===== src/rtl/pmc_pkg.sv =====
package pmc_pkg;

  typedef enum logic {
    PM_NORMAL = 1'b0,
    PM_SLEEP  = 1'b1
  } pm_mode_e;

  // bit positions of the asynchronous pins inside the synchronizer vector
  localparam int PIN_WAKE  = 0;
  localparam int PIN_INT   = 1;
  localparam int PIN_CS    = 2;
  localparam int NUM_PINS  = 3;

endpackage


===== src/rtl/pmc_edge_sync.sv =====
module pmc_edge_sync #(
  parameter int WIDTH     = 3,
  parameter int STAGES    = 2,
  parameter int LEVEL_IDX = 0
) (
  input  logic             clk,
  input  logic             rst,
  input  logic [WIDTH-1:0] pin_i,
  output logic [WIDTH-1:0] fall_o,
  output logic             level_o
);

  localparam int TOP = STAGES - 1;

  // edges are suppressed on the first cycle after reset
  logic armed;

  always_ff @(posedge clk) begin
    if (rst) armed <= 1'b0;
    else     armed <= 1'b1;
  end

  genvar g;
  generate
    for (g = 0; g < WIDTH; g++) begin : g_pin
      logic [STAGES-1:0] chain;
      logic              prev;

      // the chain keeps shifting during reset so that it holds the real
      // pin level when reset is released; no false edge is produced
      always_ff @(posedge clk) begin
        chain <= {chain[TOP-1:0], pin_i[g]};
        prev  <= chain[TOP];
      end

      assign fall_o[g] = armed & prev & ~chain[TOP];

      if (g == LEVEL_IDX) begin : g_level
        assign level_o = chain[TOP];
      end
    end
  endgenerate

endmodule


===== src/rtl/pmc_wake_qual.sv =====
module pmc_wake_qual #(
  parameter int NUM_SW   = 8,
  parameter int NUM_PINS = 3
) (
  input  logic [NUM_SW-1:0]   sw_change,
  input  logic [NUM_SW-1:0]   sw_wake_en,
  input  logic [NUM_PINS-1:0] pin_fall,
  input  logic                wake_level,
  input  logic                supply_ok,
  input  logic                timer_expire,
  output logic                wake_any
);
  import pmc_pkg::*;

  logic sw_hit;
  logic wake_hit;
  logic int_hit;
  logic cs_hit;

  always_comb begin
    sw_hit   = |(sw_change & sw_wake_en);
    wake_hit = pin_fall[PIN_WAKE];
    int_hit  = pin_fall[PIN_INT] & supply_ok & wake_level;
    cs_hit   = pin_fall[PIN_CS] & supply_ok;
    wake_any = sw_hit | wake_hit | int_hit | cs_hit | timer_expire;
  end

endmodule


===== src/rtl/pmc_mode_fsm.sv =====
module pmc_mode_fsm (
  input  logic clk,
  input  logic rst,
  input  logic sleep_cmd,
  input  logic wake_any,
  input  logic supply_ok,
  output logic mode_sleep,
  output logic spi_en
);
  import pmc_pkg::*;

  pm_mode_e mode_q, mode_d;
  logic     spi_en_q;

  always_comb begin
    mode_d = mode_q;
    unique case (mode_q)
      PM_NORMAL: if (sleep_cmd && spi_en_q) mode_d = PM_SLEEP;
      PM_SLEEP:  if (wake_any)              mode_d = PM_NORMAL;
      default:                              mode_d = PM_NORMAL;
    endcase
  end

  always_ff @(posedge clk) begin
    if (rst) begin
      mode_q   <= PM_NORMAL;
      spi_en_q <= 1'b0;
    end else begin
      mode_q   <= mode_d;
      spi_en_q <= (mode_d == PM_NORMAL) && supply_ok;
    end
  end

  assign mode_sleep = (mode_q == PM_SLEEP);
  assign spi_en     = spi_en_q;

endmodule


===== src/rtl/pwr_mode_ctrl.sv =====
module pwr_mode_ctrl #(
  parameter int NUM_SW      = 8,
  parameter int SYNC_STAGES = 2
) (
  input  logic              clk,
  input  logic              rst,
  input  logic              sleep_cmd,
  input  logic              supply_ok,
  input  logic [NUM_SW-1:0] sw_change,
  input  logic [NUM_SW-1:0] sw_wake_en,
  input  logic              wake_n,
  input  logic              int_n,
  input  logic              cs_n,
  input  logic              timer_expire,
  output logic              mode_sleep,
  output logic              spi_en
);
  import pmc_pkg::*;

  logic [NUM_PINS-1:0] pins;
  logic [NUM_PINS-1:0] pin_fall;
  logic                wake_level;
  logic                wake_any;

  always_comb begin
    pins           = '1;
    pins[PIN_WAKE] = wake_n;
    pins[PIN_INT]  = int_n;
    pins[PIN_CS]   = cs_n;
  end

  pmc_edge_sync #(
    .WIDTH     (NUM_PINS),
    .STAGES    (SYNC_STAGES),
    .LEVEL_IDX (PIN_WAKE)
  ) u_sync (
    .clk     (clk),
    .rst     (rst),
    .pin_i   (pins),
    .fall_o  (pin_fall),
    .level_o (wake_level)
  );

  pmc_wake_qual #(
    .NUM_SW   (NUM_SW),
    .NUM_PINS (NUM_PINS)
  ) u_qual (
    .sw_change    (sw_change),
    .sw_wake_en   (sw_wake_en),
    .pin_fall     (pin_fall),
    .wake_level   (wake_level),
    .supply_ok    (supply_ok),
    .timer_expire (timer_expire),
    .wake_any     (wake_any)
  );

  pmc_mode_fsm u_fsm (
    .clk        (clk),
    .rst        (rst),
    .sleep_cmd  (sleep_cmd),
    .wake_any   (wake_any),
    .supply_ok  (supply_ok),
    .mode_sleep (mode_sleep),
    .spi_en     (spi_en)
  );

endmodule


===== config.mk =====
export PLATFORM = sky130hd
export DESIGN_NAME = pwr_mode_ctrl
export DESIGN_NICKNAME = d
export VERILOG_FILES = /design/src/rtl/pmc_pkg.sv /design/src/rtl/pmc_edge_sync.sv /design/src/rtl/pmc_wake_qual.sv /design/src/rtl/pmc_mode_fsm.sv /design/src/rtl/pwr_mode_ctrl.sv
export SDC_FILE = /design/constraint.sdc
export NUM_CORES = 1
export LEC_CHECK = 0
export ABC_CLOCK_PERIOD_IN_PS = 2300
export BUFFER_PORTS_ARGS = -buffer_cell sky130_fd_sc_hd__buf_2
export CAP_MARGIN = 20
export CORE_AREA = 2 2 39 41
export DETAILED_ROUTE_END_ITERATION = 7
export DIE_AREA = 0 0 41 43
export PLACE_DENSITY = 0.55
export SETUP_SLACK_MARGIN = 0.5
export SYNTH_ARGS = -nofsm -noshare
export SYNTH_HDL_FRONTEND = slang
export SYNTH_SLANG_ARGS = --single-unit

===== constraint.sdc =====
create_clock -name clk -period 2.3 [get_ports clk]
set_clock_uncertainty 0.1 [all_clocks]
set_input_delay 0.46 -clock clk [delete_from_list [all_inputs] [get_ports clk]]
set_output_delay 0.46 -clock clk [all_outputs]
set_load 0.05 [all_outputs]

==> results of run 1 <==
-- power breakdown --
part | leakage (nW) | switching (W) | total [W] | internal [W]
logic | 0.174 | 0.0000175 | 0.0000395 | 0.0000220
registers | 0.101 | 0.00000349 | 0.000222 | 0.000218
clock network | 0.0210 | 0.0000656 | 0.000162 | 0.0000961
-- cells in the mapped netlist, drive strengths merged --
cell / instances / area share
nor2: 1 / 0.010
inv: 4 / 0.041
dfxtp: 12 / 0.65
a41o: 1 / 0.027
and4: 1 / 0.024
a221oi: 1 / 0.041
a22o: 1 / 0.024
a31oi: 1 / 0.017
nand3b: 1 / 0.020
nand2: 3 / 0.031
nor2b: 1 / 0.017
o22ai: 1 / 0.017
a222oi: 1 / 0.027
a2111oi: 1 / 0.027
o211a: 1 / 0.027
-- metal layers --
layer | wire length, um | share of wire | global-route usage | vias to the layer above
li1 | - | - | - | 172
met1 | 268 | 0.40 | 0.0719 | 153
met2 | 298 | 0.45 | 0.106 | 18
met3 | 90 | 0.14 | 0.0785 | 2
met4 | 7 | 0.011 | 0.0600 | 0
met5 | 0 | 0 | 0 | -
-- per-stage QoR --
step           hold WS, ns  total power (W)  utilization  setup WS [ns]  cell area (um^2)
6_report             0.194         0.000423        0.398          0.858               551
5_1_grt              0.164         0.000450        0.398          0.796               551
4_1_cts              0.182         0.000432        0.398          0.837               551
3_5_place_dp         0.215         0.000267        0.372          0.783               514
3_3_place_gp         0.211         0.000266        0.372          0.797               514
2_1_floorplan        0.210         0.000243            -          0.953               369
-- final timing paths --
check	slack, ns	cells after the start	end	start
worst max-delay path	0.86	1	mode_sleep	u_fsm.mode_sleep
worst min-delay path	0.19	1	u_sync.g_pin[0].chain[0]	wake_n
worst max register to register	1.11	4	u_fsm.spi_en	u_sync.g_pin[0].chain[1]
worst min register to register	0.23	0	u_sync.g_pin[2].chain[1]	u_sync.g_pin[2].chain[0]
-- cell families (layout without fill, tap and decap cells) --
kind of cell | Yosys count | in the layout
and+or+nand+nor | 7 | 7
DFF | 12 | 12
AOI/OAI and AO/OA | 8 | 8
buffers and inverters | 4 | 33
-- registers in the layout, summed over array words and instances (netlist names) --
register,cells
u_sync.g_pin.chain,6
u_sync.g_pin.prev,3
u_fsm.mode_sleep,1
u_fsm.spi_en,1
u_sync.armed,1
-- final cells by class --
cell class,instances,share of cell area
clock buffer,4,0.0659
timing repair buffer,25,0.227
multi-input combinational,15,0.207
tap,16,0.0364
inverter,4,0.0273
sequential,12,0.436
==> results.md, run 1 <==
* Outcome: complete, no violations
* Dominant delay contributor by cell family on the critical path: flip-flops
* Most frequent cells in the layout: buf_2 (25), dfxtp_1 (12), inv_1 (4)
* Total number of vias at roughly 350
* Remaining routing DRC violations at 0
* Non-filler cells, final at 76
* Slew margin rel. at 0.817
* Via/cell ratio at 4.54
* Die X at 41 um
* Synth Area in Compound Gates at 0.207
* Slew Limit Fails at 0
* Hold buffer count at CTS at 0
* Std cell rows at 14
* Post-Synth Adder-Cell Area at 0
* CP Launch Type: flip-flop
* RSZ-0062 raised after global routing: no
* Peak VDD IR at between 400 and 500 uV
* CTS resizes at 0
* Max-Cap Viols at 0
* IO Count at 26
* Layout area overhead at 49.2%
* Placer Congestion at about 0.63
* Root buf cell: clkbuf_4
* Share of cells above drive strength 1 at 0.500
* CTS clk-pin slew, worst paths at 0.07 ns
* Critical path type: reg -> out
* Post-DP HPWL at roughly 540 um
* Pwr/cell area at just under 800 nW/um^2
* Tcrit/Tclk final at 0.627
* Register Area at around 240 um^2
* Setup TNS at 0 ns
* Remaining Overflow, GRT at 0
* Mapped cell area at about 370 um^2
* Total CTS buffers at 3
* Maximum clock path buffer count at 2
* Initial antenna violation count at 0
* CTS HTree Levels at 1
* Wire per inst at about 8.7 um
* Sequential-to-total area share from yosys stat at 0.651
* Worst slew pin tran at approximately 0.27 ns
* Hold Crit Class: in -> reg
* CP Capture Type: output pin
* Initial Util at 0.267
* Port bufs at 25
* Synth Area in XOR/XNOR at 0
* Final WL at 664 um
* Syn avg cell area at between 10 and 15 um^2
* Required @ worst endpoint at between 1.5 and 2 ns
* Minimum clock period at 1.44 ns
* First-pass GRT wire length at ~840 um
* Ys Warns at 0
* Crit path max fanout at 3
* Syn Nets at 55
* # clock sinks at 12
* Crit path buffers/inverters at 1
* Largest family of logic cells by synthesized area: compound AO/OA/AOI/OAI gates
* Critical Path Max Stage Delay at between 0.3 and 0.4 ns
* Nets at 85
* Final hold vios at 0
* Worst-skew pair later-pin latency at 0.27 ns
* Cell Count Post-Placement at 72
* Largest net degree at the start of global routing at 8
* Syn Inst Count at 31
* GRT Total Usage at 0.0807
* DRT iter0 DRCs at 2
* Area of the multi-input gates at 114 um^2
* Core ar. at ~1400 um^2
* FILL cells at 138
* Die H at ~43 um
* Setup-failing EPs final at 0
* Antenna cells at 0
* TritonCTS clock tree: built
* Post-CTS setup buffers at 0
* 1st-pass router iterations at 4
* ANT nets after route at 0
* Synth Area in Simple Gates at 0.102
* Die area at 1760 um^2
* Synth cell types at 15
* Worst EP arrival at 0.88 ns
* Number of global-route vias before repair at around 220
* Post-synthesis mux area share at 0
* Cell Chain, Critical Path: buf_2
* Lkg Pwr at roughly 0.30 nW
* Highest-delay cell along the critical path: dfxtp_1
* FMAX at about 700 MHz
* Most common cell after layout, fill and taps aside: buf_2
* Flops & latches, synth at 12
Power figures use the tool's default switching activity.
==> run 2, diff against run 1 <==
--- a/config.mk
+++ b/config.mk
@@ -5,13 +5,13 @@
 export SDC_FILE = /design/constraint.sdc
 export NUM_CORES = 1
 export LEC_CHECK = 0
-export ABC_CLOCK_PERIOD_IN_PS = 2300
+export ABC_CLOCK_PERIOD_IN_PS = 1200
 export BUFFER_PORTS_ARGS = -buffer_cell sky130_fd_sc_hd__buf_2
 export CAP_MARGIN = 20
 export CORE_AREA = 2 2 39 41
 export DETAILED_ROUTE_END_ITERATION = 7
 export DIE_AREA = 0 0 41 43
-export PLACE_DENSITY = 0.55
+export PLACE_DENSITY = 0.57
 export SETUP_SLACK_MARGIN = 0.5
 export SYNTH_ARGS = -nofsm -noshare
 export SYNTH_HDL_FRONTEND = slang
==> constraint.sdc (replaced) <==
create_clock -name clk -period 1.2 [get_ports clk]
set_clock_uncertainty 0.1 [all_clocks]
set_input_delay 0.24 -clock clk [delete_from_list [all_inputs] [get_ports clk]]
set_output_delay 0.24 -clock clk [all_outputs]
set_load 0.05 [all_outputs]
==> run 2 against run 1 <==
The flow now finishes with violations (hold timing, setup timing). Sequential power grew 91%. Critical endpoint is now u_fsm.spi_en. Largest power group unchanged. Cell count stayed put. Flip-flop and latch count is the same. Combinational power increased by 130%. Final area increased by 10%.
==> results.md, run 2 (synthesis gave the netlist of run 1 again) <==
* Net Switching at 0.000175 W
* Final WL at roughly 710 um
* Layout area overhead at 64.4%
* Lkg Pwr at 0.305 nW
* Setup-failing EPs final at 1
* CP Capture Type: flip-flop
* GRT Total Usage at 0.0948
* Post-DP HPWL at around 570 um
* Slew margin rel. at 0.818
* Register Area at roughly 250 um^2
* Hold wc startpoint: wake_n
* Number of global-route vias before repair at ~310
* Initial Util at 0.267
* TritonCTS clock tree: built
* Final hold vios at 3
* Failing checks: hold timing, setup timing
* Non-filler cells, final at 76
* Remaining Overflow, GRT at 0
* Initial antenna violation count at 0
* RSZ-0062 raised after global routing: yes
* Die area at 1760 um^2
* Slew Limit Fails at 0
* CP Launch Type: flip-flop
* Net Sw Frac at 0.212
* Wire per inst at 9.38 um
* Via/cell ratio at 4.42
* Comb pwr share at 0.108
* Area of the multi-input gates at about 140 um^2
* Hold depth at 1
* Total number of vias at approximately 340
* Reg2Reg Depth at 3
* Worst slew pin tran at roughly 0.27 ns
* Die X at ~40 um
* Nets at between 80 and 90
* Smallest hold slack at -0.0278 ns
* Most frequent cells in the layout: buf_2 (23), dfxtp_1 (9), inv_1 (4)
* Sequential Power Share at 0.515
* Remaining routing DRC violations at 0
* Antenna cells at 0
* Final setup margin at -0.0200 ns
* Pint at ~0.00065 W
* Placer Congestion at 0.593
* Total CTS buffers at 3
* Largest net degree at the start of global routing at 8
* IO Count at 26
* Worst EP arrival at 1.28 ns
* 1st-pass router iterations at 4
* Root buf cell: clkbuf_4
* Share of cells above drive strength 1 at 0.633
* # clock sinks at 12
* Leading registers by flop count: u_sync.g_pin.chain x6, u_sync.g_pin.prev x3
* CTS clk-pin slew, worst paths at roughly 0.07 ns
* RR Endpoint: u_fsm.spi_en
* DRT iter0 DRCs at 4
* Clk pwr share at 0.377
* Min-Delay Endpoint: u_sync.g_pin[0].chain[0]
* Crit path max fanout at 3
* Hold Crit Class: in -> reg
* Minimum clock period at 1.22 ns
* Std cell rows at 14
* Max-Cap Viols at 0
* Core ar. at 1380 um^2
* Biggest register: u_sync.g_pin.chain
* Die H at between 40 and 50 um
* Most common cell after layout, fill and taps aside: buf_2
* Tcrit/Tclk final at 1.02
* Peak VDD IR at roughly 1000 uV
* Flop-to-flop setup slack at -0.02 ns
* ANT nets after route at 0
* Max FFs per register at 6
* Worst-skew pair later-pin latency at about 0.27 ns
* Critical path type: reg -> reg
* First-pass GRT wire length at approximately 1100 um
* Outcome: complete, but fails checks
* Worst r2r src: u_fsm.mode_sleep
* Maximum clock path buffer count at 2
* Cell Count Post-Placement at approximately 70
* FILL cells at 137
* CTS HTree Levels at 1
* Port bufs at 25
* FMAX at about 820 MHz
* Pwr Total at between 0.0008 and 0.0009 W
* Pwr/cell area at ~1400 nW/um^2
* Post-CTS setup buffers at 0
* Required @ worst endpoint at ~1.3 ns
-- run 2: changes by cell type in the layout (fill, tap and decap cells not counted), moves of 2 or more --
cell and change:
dfxtp_1 -3, buf_2 -2, buf_8 +2, dfxtp_4 +2
-- run 2: timing repair --
action	4_1_cts	5_1_grt
gates resized for setup	8	3
pin swaps	5	1
endpoints found under the setup margin	4	4
hold endpoints to repair	3	3
-- run 2: worst max-delay path by stage --
stage / start / slack, ns / endpoint / depth (start not counted)
after global placement: sw_change[3] / -0.10 / u_fsm.spi_en / 5
after floorplan: u_fsm.mode_sleep / -0.002 / u_fsm.spi_en / 3
after global routing: u_sync.g_pin[0].chain[1] / -0.08 / u_fsm.spi_en / 3
after detailed placement: sw_change[3] / -0.09 / u_fsm.spi_en / 5
final: u_fsm.mode_sleep / -0.02 / u_fsm.spi_en / 3
after CTS: u_sync.g_pin[2].prev / -0.008 / u_fsm.spi_en / 4
-- run 2: routing by layer --
layer	track usage	vias to the layer above	wire length [um]
li1	-	172	-
met1	0.0814	150	251
met2	0.159	14	391
met3	0.0785	0	69
met4	0.0200	0	0
met5	0	-	0
-- run 2: power groups by stage --
| stage | logic [W] | registers (W) | clock network, W |
|---|---|---|---|
| 2_1_floorplan | 0.0000243 | 0.000440 | 0 |
| 3_3_place_gp | 0.0000762 | 0.000432 | 0 |
| 3_5_place_dp | 0.0000773 | 0.000433 | 0 |
| 4_1_cts | 0.0000848 | 0.000425 | 0.000333 |
| 5_1_grt | 0.0000985 | 0.000428 | 0.000349 |
| 6_report | 0.0000897 | 0.000425 | 0.000312 |
-- run 2: area by class of cell --
type / instances / share of cell area
flip-flops and latches: 12 / 0.410
repair buffers: 25 / 0.239
multi-input cells: 15 / 0.233
clock buffers: 4 / 0.0598
well taps: 16 / 0.0330
inverters: 4 / 0.0247
-- run 2: through the flow --
| stage | TNS [ns] | setup slack [ns] | cell area, um^2 | hold slack, ns | utilization |
|---|---|---|---|---|---|
| after floorplan | -0.00180 | -0.00180 | 384 | 0.168 | - |
| after global placement | -0.169 | -0.101 | 529 | 0.210 | 0.382 |
| after detailed placement | -0.152 | -0.0853 | 529 | 0.214 | 0.382 |
| after CTS | -0.00779 | -0.00779 | 592 | -0.0474 | 0.428 |
| after global routing | -0.0790 | -0.0790 | 607 | -0.0535 | 0.439 |
| final | -0.0200 | -0.0200 | 607 | -0.0278 | 0.439 |
-- run 2: worst max-delay path, cell delays in order (launching register included) --
cell and delay (ns):
dfxtp_4 0.36, nor2b_4 0.12, and4_1 0.17, a2111oi_2 0.35
